==> src/rtl/colgen_pkg.sv <==
package colgen_pkg;

  typedef enum logic {
    ORD_LINEAR = 1'b0,
    ORD_XOR    = 1'b1
  } order_e;

  localparam int LG_W = 2;

  typedef struct packed {
    logic            full;
    logic [LG_W-1:0] lg;
    order_e          ord;
  } burst_cfg_t;

  // Length code: bit 2 selects full page, otherwise 2**code[1:0] beats.
  function automatic burst_cfg_t decode_cfg(input logic [2:0] code, input logic typ);
    burst_cfg_t c;
    c.full = code[2];
    c.lg   = code[2] ? '0 : code[LG_W-1:0];
    c.ord  = code[2] ? ORD_LINEAR : order_e'(typ);
    return c;
  endfunction

endpackage

==> src/rtl/colgen_field_unpack.sv <==
module colgen_field_unpack #(
  parameter int ADDR_W   = 13,
  parameter int COL_W    = 11,
  parameter int SKIP_BIT = 10
) (
  input  logic [ADDR_W-1:0] addr,
  output logic [COL_W-1:0]  idx
);
  for (genvar j = 0; j < COL_W; j++) begin : g_bit
    if (j < SKIP_BIT) begin : g_low
      assign idx[j] = addr[j];
    end else begin : g_high
      assign idx[j] = addr[j+1];
    end
  end

  logic unused_addr;
  assign unused_addr = ^addr;
endmodule

==> src/rtl/colgen_field_pack.sv <==
module colgen_field_pack #(
  parameter int ADDR_W   = 13,
  parameter int COL_W    = 11,
  parameter int SKIP_BIT = 10
) (
  input  logic [COL_W-1:0]  idx,
  input  logic              en,
  output logic [ADDR_W-1:0] addr
);
  for (genvar i = 0; i < ADDR_W; i++) begin : g_bit
    if (i < SKIP_BIT) begin : g_low
      assign addr[i] = en & idx[i];
    end else if (i == SKIP_BIT) begin : g_gap
      assign addr[i] = 1'b0;
    end else if (i - 1 < COL_W) begin : g_high
      assign addr[i] = en & idx[i-1];
    end else begin : g_pad
      assign addr[i] = 1'b0;
    end
  end
endmodule

==> src/rtl/colgen_addr_calc.sv <==
module colgen_addr_calc
  import colgen_pkg::*;
#(
  parameter int COL_W = 11
) (
  input  logic [COL_W-1:0] base,
  input  logic [COL_W-1:0] step,
  input  burst_cfg_t       cfg,
  output logic [COL_W-1:0] idx,
  output logic [COL_W-1:0] last_step
);
  // Bits that move within the burst; the rest stay as in base.
  function automatic logic [COL_W-1:0] span_mask(input burst_cfg_t c);
    if (c.full) return '1;
    return ~({COL_W{1'b1}} << c.lg);
  endfunction

  function automatic logic [COL_W-1:0] step_index(
    input logic [COL_W-1:0] b,
    input logic [COL_W-1:0] k,
    input burst_cfg_t       c
  );
    logic [COL_W-1:0] m;
    logic [COL_W-1:0] low;
    m   = span_mask(c);
    low = (c.ord == ORD_XOR) ? (b ^ k) : (b + k);
    return (b & ~m) | (low & m);
  endfunction

  assign idx       = step_index(base, step, cfg);
  assign last_step = span_mask(cfg);
endmodule

==> src/rtl/colgen_step_ctrl.sv <==
module colgen_step_ctrl
  import colgen_pkg::*;
#(
  parameter int COL_W = 11
) (
  input  logic             clk,
  input  logic             rst_n,
  input  logic             start,
  input  logic [COL_W-1:0] start_col,
  input  burst_cfg_t       start_cfg,
  input  logic             stop,
  input  logic [COL_W-1:0] last_step,
  output logic             active,
  output logic [COL_W-1:0] step,
  output logic [COL_W-1:0] base,
  output burst_cfg_t       cfg,
  output logic             at_end,
  output logic             ev_stop,
  output logic             ev_end
);
  assign at_end  = active & ~cfg.full & (step == last_step);
  assign ev_stop = active & stop & ~start;
  assign ev_end  = at_end & ~start & ~stop;

  always_ff @(posedge clk or negedge rst_n) begin
    if (!rst_n) begin
      active <= 1'b0;
      step   <= '0;
      base   <= '0;
      cfg    <= '0;
    end else if (start) begin
      active <= 1'b1;
      step   <= '0;
      base   <= start_col;
      cfg    <= start_cfg;
    end else if (active) begin
      if (stop || at_end) active <= 1'b0;
      else                step   <= step + 1'b1;
    end
  end
endmodule

==> src/rtl/colgen_burst_addr.sv <==
module colgen_burst_addr
  import colgen_pkg::*;
#(
  parameter int ADDR_W   = 13,
  parameter int COL_W    = 11,
  parameter int SKIP_BIT = 10
) (
  input  logic              clk,
  input  logic              rst_n,
  input  logic              start,
  input  logic [ADDR_W-1:0] start_addr,
  input  logic [2:0]        bl_code,
  input  logic              burst_type,
  input  logic              stop,
  output logic              col_valid,
  output logic              col_last,
  output logic [ADDR_W-1:0] col_addr
);
  logic [COL_W-1:0] start_col;
  logic [COL_W-1:0] cur_base;
  logic [COL_W-1:0] cur_step;
  logic [COL_W-1:0] cur_idx;
  logic [COL_W-1:0] last_step;
  burst_cfg_t       start_cfg;
  burst_cfg_t       cur_cfg;
  logic             active;
  logic             at_end;
  logic             ev_stop;
  logic             ev_end;

  assign start_cfg = decode_cfg(bl_code, burst_type);

  colgen_field_unpack #(.ADDR_W(ADDR_W), .COL_W(COL_W), .SKIP_BIT(SKIP_BIT)) u_unpack (
    .addr (start_addr),
    .idx  (start_col)
  );

  colgen_addr_calc #(.COL_W(COL_W)) u_calc (
    .base      (cur_base),
    .step      (cur_step),
    .cfg       (cur_cfg),
    .idx       (cur_idx),
    .last_step (last_step)
  );

  colgen_step_ctrl #(.COL_W(COL_W)) u_ctrl (
    .clk       (clk),
    .rst_n     (rst_n),
    .start     (start),
    .start_col (start_col),
    .start_cfg (start_cfg),
    .stop      (stop),
    .last_step (last_step),
    .active    (active),
    .step      (cur_step),
    .base      (cur_base),
    .cfg       (cur_cfg),
    .at_end    (at_end),
    .ev_stop   (ev_stop),
    .ev_end    (ev_end)
  );

  colgen_field_pack #(.ADDR_W(ADDR_W), .COL_W(COL_W), .SKIP_BIT(SKIP_BIT)) u_pack (
    .idx  (cur_idx),
    .en   (active),
    .addr (col_addr)
  );

  assign col_valid = active;
  assign col_last  = at_end;
endmodule

==> config.mk <==
export PLATFORM = sky130hd
export DESIGN_NAME = colgen_burst_addr
export DESIGN_NICKNAME = d
export VERILOG_FILES = /design/src/rtl/colgen_pkg.sv /design/src/rtl/colgen_field_unpack.sv /design/src/rtl/colgen_field_pack.sv /design/src/rtl/colgen_addr_calc.sv /design/src/rtl/colgen_step_ctrl.sv /design/src/rtl/colgen_burst_addr.sv
export SDC_FILE = /design/constraint.sdc
export NUM_CORES = 1
export LEC_CHECK = 0
export BUFFER_PORTS_ARGS = -buffer_cell sky130_fd_sc_hd__buf_2
export CAP_MARGIN = 30
export CORE_MARGIN = 1
export CORE_UTILIZATION = 45
export CTS_CLUSTER_DIAMETER = 50
export CTS_CLUSTER_SIZE = 12
export DETAILED_ROUTE_END_ITERATION = 6
export PLACE_DENSITY = 0.67
export SETUP_SLACK_MARGIN = 0.5
export SKIP_CTS_REPAIR_TIMING = 1
export SLEW_MARGIN = 25
export SYNTH_ARGS = -nofsm -noshare
export SYNTH_HDL_FRONTEND = slang
export SYNTH_SLANG_ARGS = --single-unit
==> constraint.sdc <==
create_clock -name clk -period 3.49 [get_ports clk]
set_input_delay 0.5235 -clock clk [delete_from_list [all_inputs] [get_ports clk]]
set_output_delay 0.5235 -clock clk [all_outputs]
set_load 0.01 [all_outputs]
==> impl_metrics.toml, run 1 <==
[sta]
slew_viol_final = 0
fin_worst_skew_ns = 0.007109
post-route-min-period_ns = 3.263
setup_viol = 0
slew_headroom_pct = 57.93
max_slew.worst_pin.slew_ns = 0.6311
timing.final.ws_setup_ns = 0.2274
hold_viol = 0
fmax_mhz = 306.5
rsz0062_at_grt = "yes"
setup_tns_ns = 0
final.period_utilization_pct = 93.48

[grt]
antenna_found_initial = 0
first_global_vias = 1562
grt_max_degree = 33
grt_pass1_wl_um = 7120
grt_remaining_overflow = 0
groute.usage.overall_pct = 20.90

[synthesis]
avgSynthCellArea_um2 = 9.269
yosys_warnings = 0
synth_flop_cell = "dfrtp_1"
yosysTopAreaCell = "dfrtp_1"
ys_seq_elements = 27
synth.area.top_cells = "dfrtp_1 (34%), ha_1 (7.0%), mux2_2 (6.3%)"
syn-cell-area_um2 = 1974
ys_types = 52
ys_seq_area_share_pct = 34.22
synth.top_cell.area_share_pct = 34.22
syn_inst = 213
async_flop_share_pct = 100.0
synth_edf_count = 0

[route]
wire_per_inst_um = 15.20
first_iter_violations = 99
antenna_left = 0
drt-pass1-iter-count = 4
drc = 0
via_per_inst = 5.713
vias = 1674
routed_wl_um = 4454

[worst_setup_path]
arrival_ns = 2.74
worstSetupEndpointType = "primary output"
crit_type = "flop to primary output"
required_ns = 2.97
crit_fanout = 3
startpoint_type = "flop"

[floorplan]
num_io_pins = 36
dieArea_um2 = 4657
core_area_um2 = 4115
die_h_um = 68.24
initial_utilization_pct = 47.98
die_w_um = 68.24
num_rows = 23

[cells_and_area]
num_antenna_cells = 0
fin_nets = 277
postLayoutCoreUtil_pct = 54.67
regArea_um2 = 676.9
fillCellCount = 396
final_area_um2 = 2250
layout-drive-gt1-share_pct = 26.34
area_growth_pct = 13.94
multiInputGateArea_um2 = 1250

[pwr]
p_int_mw = 0.5047
p_leak_nw = 0.9867
ir_worst_vdd_uv = 172.6
switchingPower_mw = 0.2399
power_frac_clock_pct = 25.1
p_seq_share_pct = 48.6
powerDensity_nw_per_um2 = 331.0
power_mw = 0.7446
pwr-share-comb_pct = 26.3
sw_frac_of_total_pct = 32.21

[clock_network]
clock_sinks = 27
ctsHtreeMaxLevel = 1
cts_tree = "built"
cts_buffers = 3
clk_pin_slew_worst_paths_ns = 0.10
clockRootBuffer = "clkbuf_8"
clockBufferDepth = 2
clk_latency_ns = 0.28

[placement]
dp_slack_ns = 0.4003
dpl_cell_area_um2 = 2137
globalplace.congestion = 0.8269
port-buffer-count = 31
hpwl_um = 3204

[worst_hold_path]
hp-class = "input pin to async pin"

[run_status]
status = "finished clean"

[job]
drv_cap = 0
[cells by family after synthesis]
group,synth area share (%)
flip-flops,34.22
AO/OA/AOI/OAI,17.81
multiplexers,8.555
adder cells (fa/ha/maj),7.985
AND/OR/NAND/NOR,20.98
XOR/XNOR,5.767
other,0.1899
buffers and inverters,4.499
[per-layer routing]
layer,wire [um],vias to the layer above,global-route usage (%)
li1,-,836,-
met1,2143,796,27.78
met2,2104,40,34.19
met3,185,2,3.333
met4,22,0,7.031
met5,0,-,0
[critical path: stages, from the launching register on]
cell and delay, ns:
dfrtp_2 0.45, ha_4 0.18, fa_2 0.41, a211oi_4 0.30, nor4_2 0.09, o31a_1 0.26, or4_4 0.49, a21oi_2 0.14
buf_2 0.15
[state kept, by name, summed over array words and instances, names as in the netlist]
signal         cells
u_ctrl.base       11
u_ctrl.step       11
u_ctrl.cfg         4
u_ctrl.active      1
[layout by cell type (no fill, tap or decap), drive strengths merged, types with 3 or more instances in the layout]
master   n
or3      4
nor2    19
a21o     5
a21oi   12
clkbuf   4
a31oi    3
and4     4
nand4    4
nand2   15
xor2     6
nand3b   3
dfrtp   27
buf     36
inv      6
mux2    12
nor3     5
ha      11
o21ai   14
nor2b    5
a211oi   4
mux2i    3
nor4     4
xnor2    7
nand3    5
[power by group through the flow]
stage	Clock [mW]	Combinational (mW)	Sequential [mW]
after floorplan	0	0.139	0.355
after global placement	0	0.179	0.368
after detailed placement	0	0.183	0.369
after CTS	0.193	0.184	0.362
after global routing	0.207	0.220	0.366
final	0.187	0.195	0.362
[through the flow]
step | hold slack (ns) | std cells
after floorplan | 0.2279 | 214
after CTS | 0.2712 | 289
final | 0.2426 | 293
after global routing | 0.2895 | 293
after detailed placement | 0.5251 | 285
after global placement | 0.5297 | 285
[cell type report]
class	instances	area share (%)
Multi-Input combinational cell	170	55.56
Sequential cell	27	30.09
Timing Repair Buffer	36	8.565
Tap cell	50	2.781
Clock buffer	4	2.002
Inverter	6	1.001
[worst paths after layout]
check	from	end	slack (ns)	cells after the start
setup / recovery	u_ctrl.step[0]$_DFFE_PN0P_	col_addr[11]	0.23	8
hold / removal	rst_n	u_ctrl.base[4]$_DFFE_PN0P_	0.24	1
setup reg to reg	u_ctrl.cfg[3]$_DFFE_PN0P_	u_ctrl.step[0]$_DFFE_PN0P_	1.25	5
hold reg to reg	u_ctrl.base[5]$_DFFE_PN0P_	u_ctrl.base[5]$_DFFE_PN0P_	0.54	1
max in group asynchronous	rst_n	u_ctrl.step[0]$_DFFE_PN0P_	2.79	1
min in group clk	bl_code[2]	u_ctrl.cfg[1]$_DFFE_PN0P_	0.45	2
[synthesized netlist by cell type, drive strengths merged, types with 6 or more instances]
cell	instances
nand2	15
buf	7
xnor2	7
a21oi	12
mux2	12
inv	6
xor2	6
o21ai	14
ha	11
dfrtp	27
nor2	19
No activity file was read; power rests on OpenSTA's default activity.
==> run 2: changes to the inputs <==
CORE_UTILIZATION = 56   (was 45)
PLACE_DENSITY = 0.8   (was 0.67)
==> run 2 against run 1 <==
Setup slack worse by 0.0021 ns. Maximum frequency about the same. Sequential power about the same. Clock power down 26%. Largest cell class unchanged. Largest power group unchanged. Non-clock buffer count down 2. Sequential share of layout area up 0.55 points. Worst hold slack worse by 0.051 ns. Final cell count down 2.0%. Register-to-register slack worse by 0.04 ns. Highest routed layer unchanged. Cell area down 1.4%. Count of clock-buffer cells in the layout down 1. Wire length up 1.7%.
==> impl_metrics.toml, run 2 (same netlist as run 1, synthesis figures left out) <==
[sta]
hold_viol = 0
rsz0062_at_grt = "yes"
max_slew.worst_pin.slew_ns = 0.6313
post-route-min-period_ns = 3.265
final.period_utilization_pct = 93.54
fin_worst_skew_ns = 0.001583
hold_slack_ns = 0.1918
fmax_mhz = 306.3
slew_headroom_pct = 57.92
setup_viol = 0
slew_viol_final = 0

[cells_and_area]
fin_nets = 275
layout-drive-gt1-share_pct = 27.39
layout.cells.most_common_list = "buf_2 (31), dfrtp_1 (24), nor2_1 (18)"
fillCellCount = 306
reg_top3 = "u_ctrl.base: 11 flops, u_ctrl.step: 11 flops, u_ctrl.cfg: 4 flops"
num_antenna_cells = 0
final_common_cell = "buf_2"
area_growth_pct = 12.29

[floorplan]
core_area_um2 = 3363
die_w_um = 61.38
num_rows = 21
dieArea_um2 = 3767
die_h_um = 61.38
initial_utilization_pct = 58.71
num_io_pins = 36

[clock_network]
clk_pin_slew_worst_paths_ns = 0.15
clock_sinks = 27
clockRootBuffer = "clkbuf_4"
cts_tree = "built"
ctsHtreeMaxLevel = 1
clk_latency_ns = 0.32
cts_buffers = 3
clockBufferDepth = 2

[route]
routed_wl_um = 4529
drt-pass1-iter-count = 4
vias = 1745
drc = 0
via_per_inst = 6.080
wire_per_inst_um = 15.78
antenna_left = 0
first_iter_violations = 59

[grt]
grt_pass1_wl_um = 7079
grt_remaining_overflow = 0
grt_max_degree = 33
first_global_vias = 1600
groute.usage.overall_pct = 25.18
antenna_found_initial = 0

[pwr]
power_mw = 0.7008
p_leak_nw = 0.9639
ir_worst_vdd_uv = 141.3
powerDensity_nw_per_um2 = 316.1

[placement]
port-buffer-count = 31
globalplace.congestion = 0.9120
hpwl_um = 3255

[worst_setup_path]
arrival_ns = 2.74
startpoint_type = "flop"
crit_start = "u_ctrl.step[0]$_DFFE_PN0P_"
crit_type = "flop to primary output"
crit_fanout = 3
required_ns = 2.97
timing.rr.start = "u_ctrl.cfg[3]$_DFFE_PN0P_"
worstSetupEndpointType = "primary output"

[job]
drv_cap = 0

[worst_hold_path]
hp-class = "input pin to async pin"

[run_status]
status = "finished clean"
[run 2: changes by cell type in the layout (fill, tap and decap cells not counted), sizes merged]
cell    change
buf         -2
clkbuf      -1
clkinv      +1
[run 2: layout make-up]
type                            instances  area, um^2  area share (%)
Multi-Input combinational cell        170        1252           56.49
Clock inverter                          1       5.005          0.2257
Clock buffer                            3       22.52           1.016
Tap cell                               46       57.56           2.596
Timing Repair Buffer                   34       177.7           8.014
Inverter                                6       22.52           1.016
Sequential cell                        27       679.4           30.64
[run 2: final timing paths]
check | to | slack [ns] | cells past startpoint
worst max-delay path | col_addr[11] | 0.23 | 8
worst min-delay path | u_ctrl.base[4]$_DFFE_PN0P_ | 0.19 | 1
worst max register to register | u_ctrl.step[0]$_DFFE_PN0P_ | 1.21 | 5
worst min register to register | u_ctrl.base[4]$_DFFE_PN0P_ | 0.56 | 1
max in group asynchronous | u_ctrl.step[2]$_DFFE_PN0P_ | 2.85 | 1
min in group clk | u_ctrl.cfg[1]$_DFFE_PN0P_ | 0.41 | 2
[run 2: layer usage]
| metal | part of all wire [%] | GRT usage [%] | up-vias |
|---|---|---|---|
| met5 | 0 | 0 | - |
| met4 | 1.0 | 5.397 | 0 |
| met3 | 4.2 | 1.891 | 4 |
| met2 | 52 | 46.27 | 49 |
| met1 | 43 | 32.45 | 865 |
| li1 | - | - | 827 |
[run 2: worst max-delay path, cell delays in order, from the launching register on]
cell and delay, ns:
dfrtp_2 0.47, ha_4 0.17, fa_2 0.41, a211oi_4 0.29
nor4_2 0.07, o31a_1 0.26, or4_1 0.49, a21oi_2 0.13
buf_2 0.14
[run 2: through the flow]
stage	worst slack [ns]	util (%)	setup TNS [ns]	cells	instance area (um^2)
after floorplan	0.6045	-	0	214	1978
after global placement	0.4505	63.17	0	280	2125
after detailed placement	0.3851	63.17	0	280	2125
after CTS	-0.001324	63.99	-0.001324	284	2152
after global routing	0.1195	65.92	0	287	2217
final	0.2253	65.92	0	287	2217
[run 2: where the power goes]
part	total, mW	switching, mW	internal (mW)
registers	0.363	0.0301	0.333
clock network	0.139	0.0965	0.0429
logic	0.199	0.108	0.0907
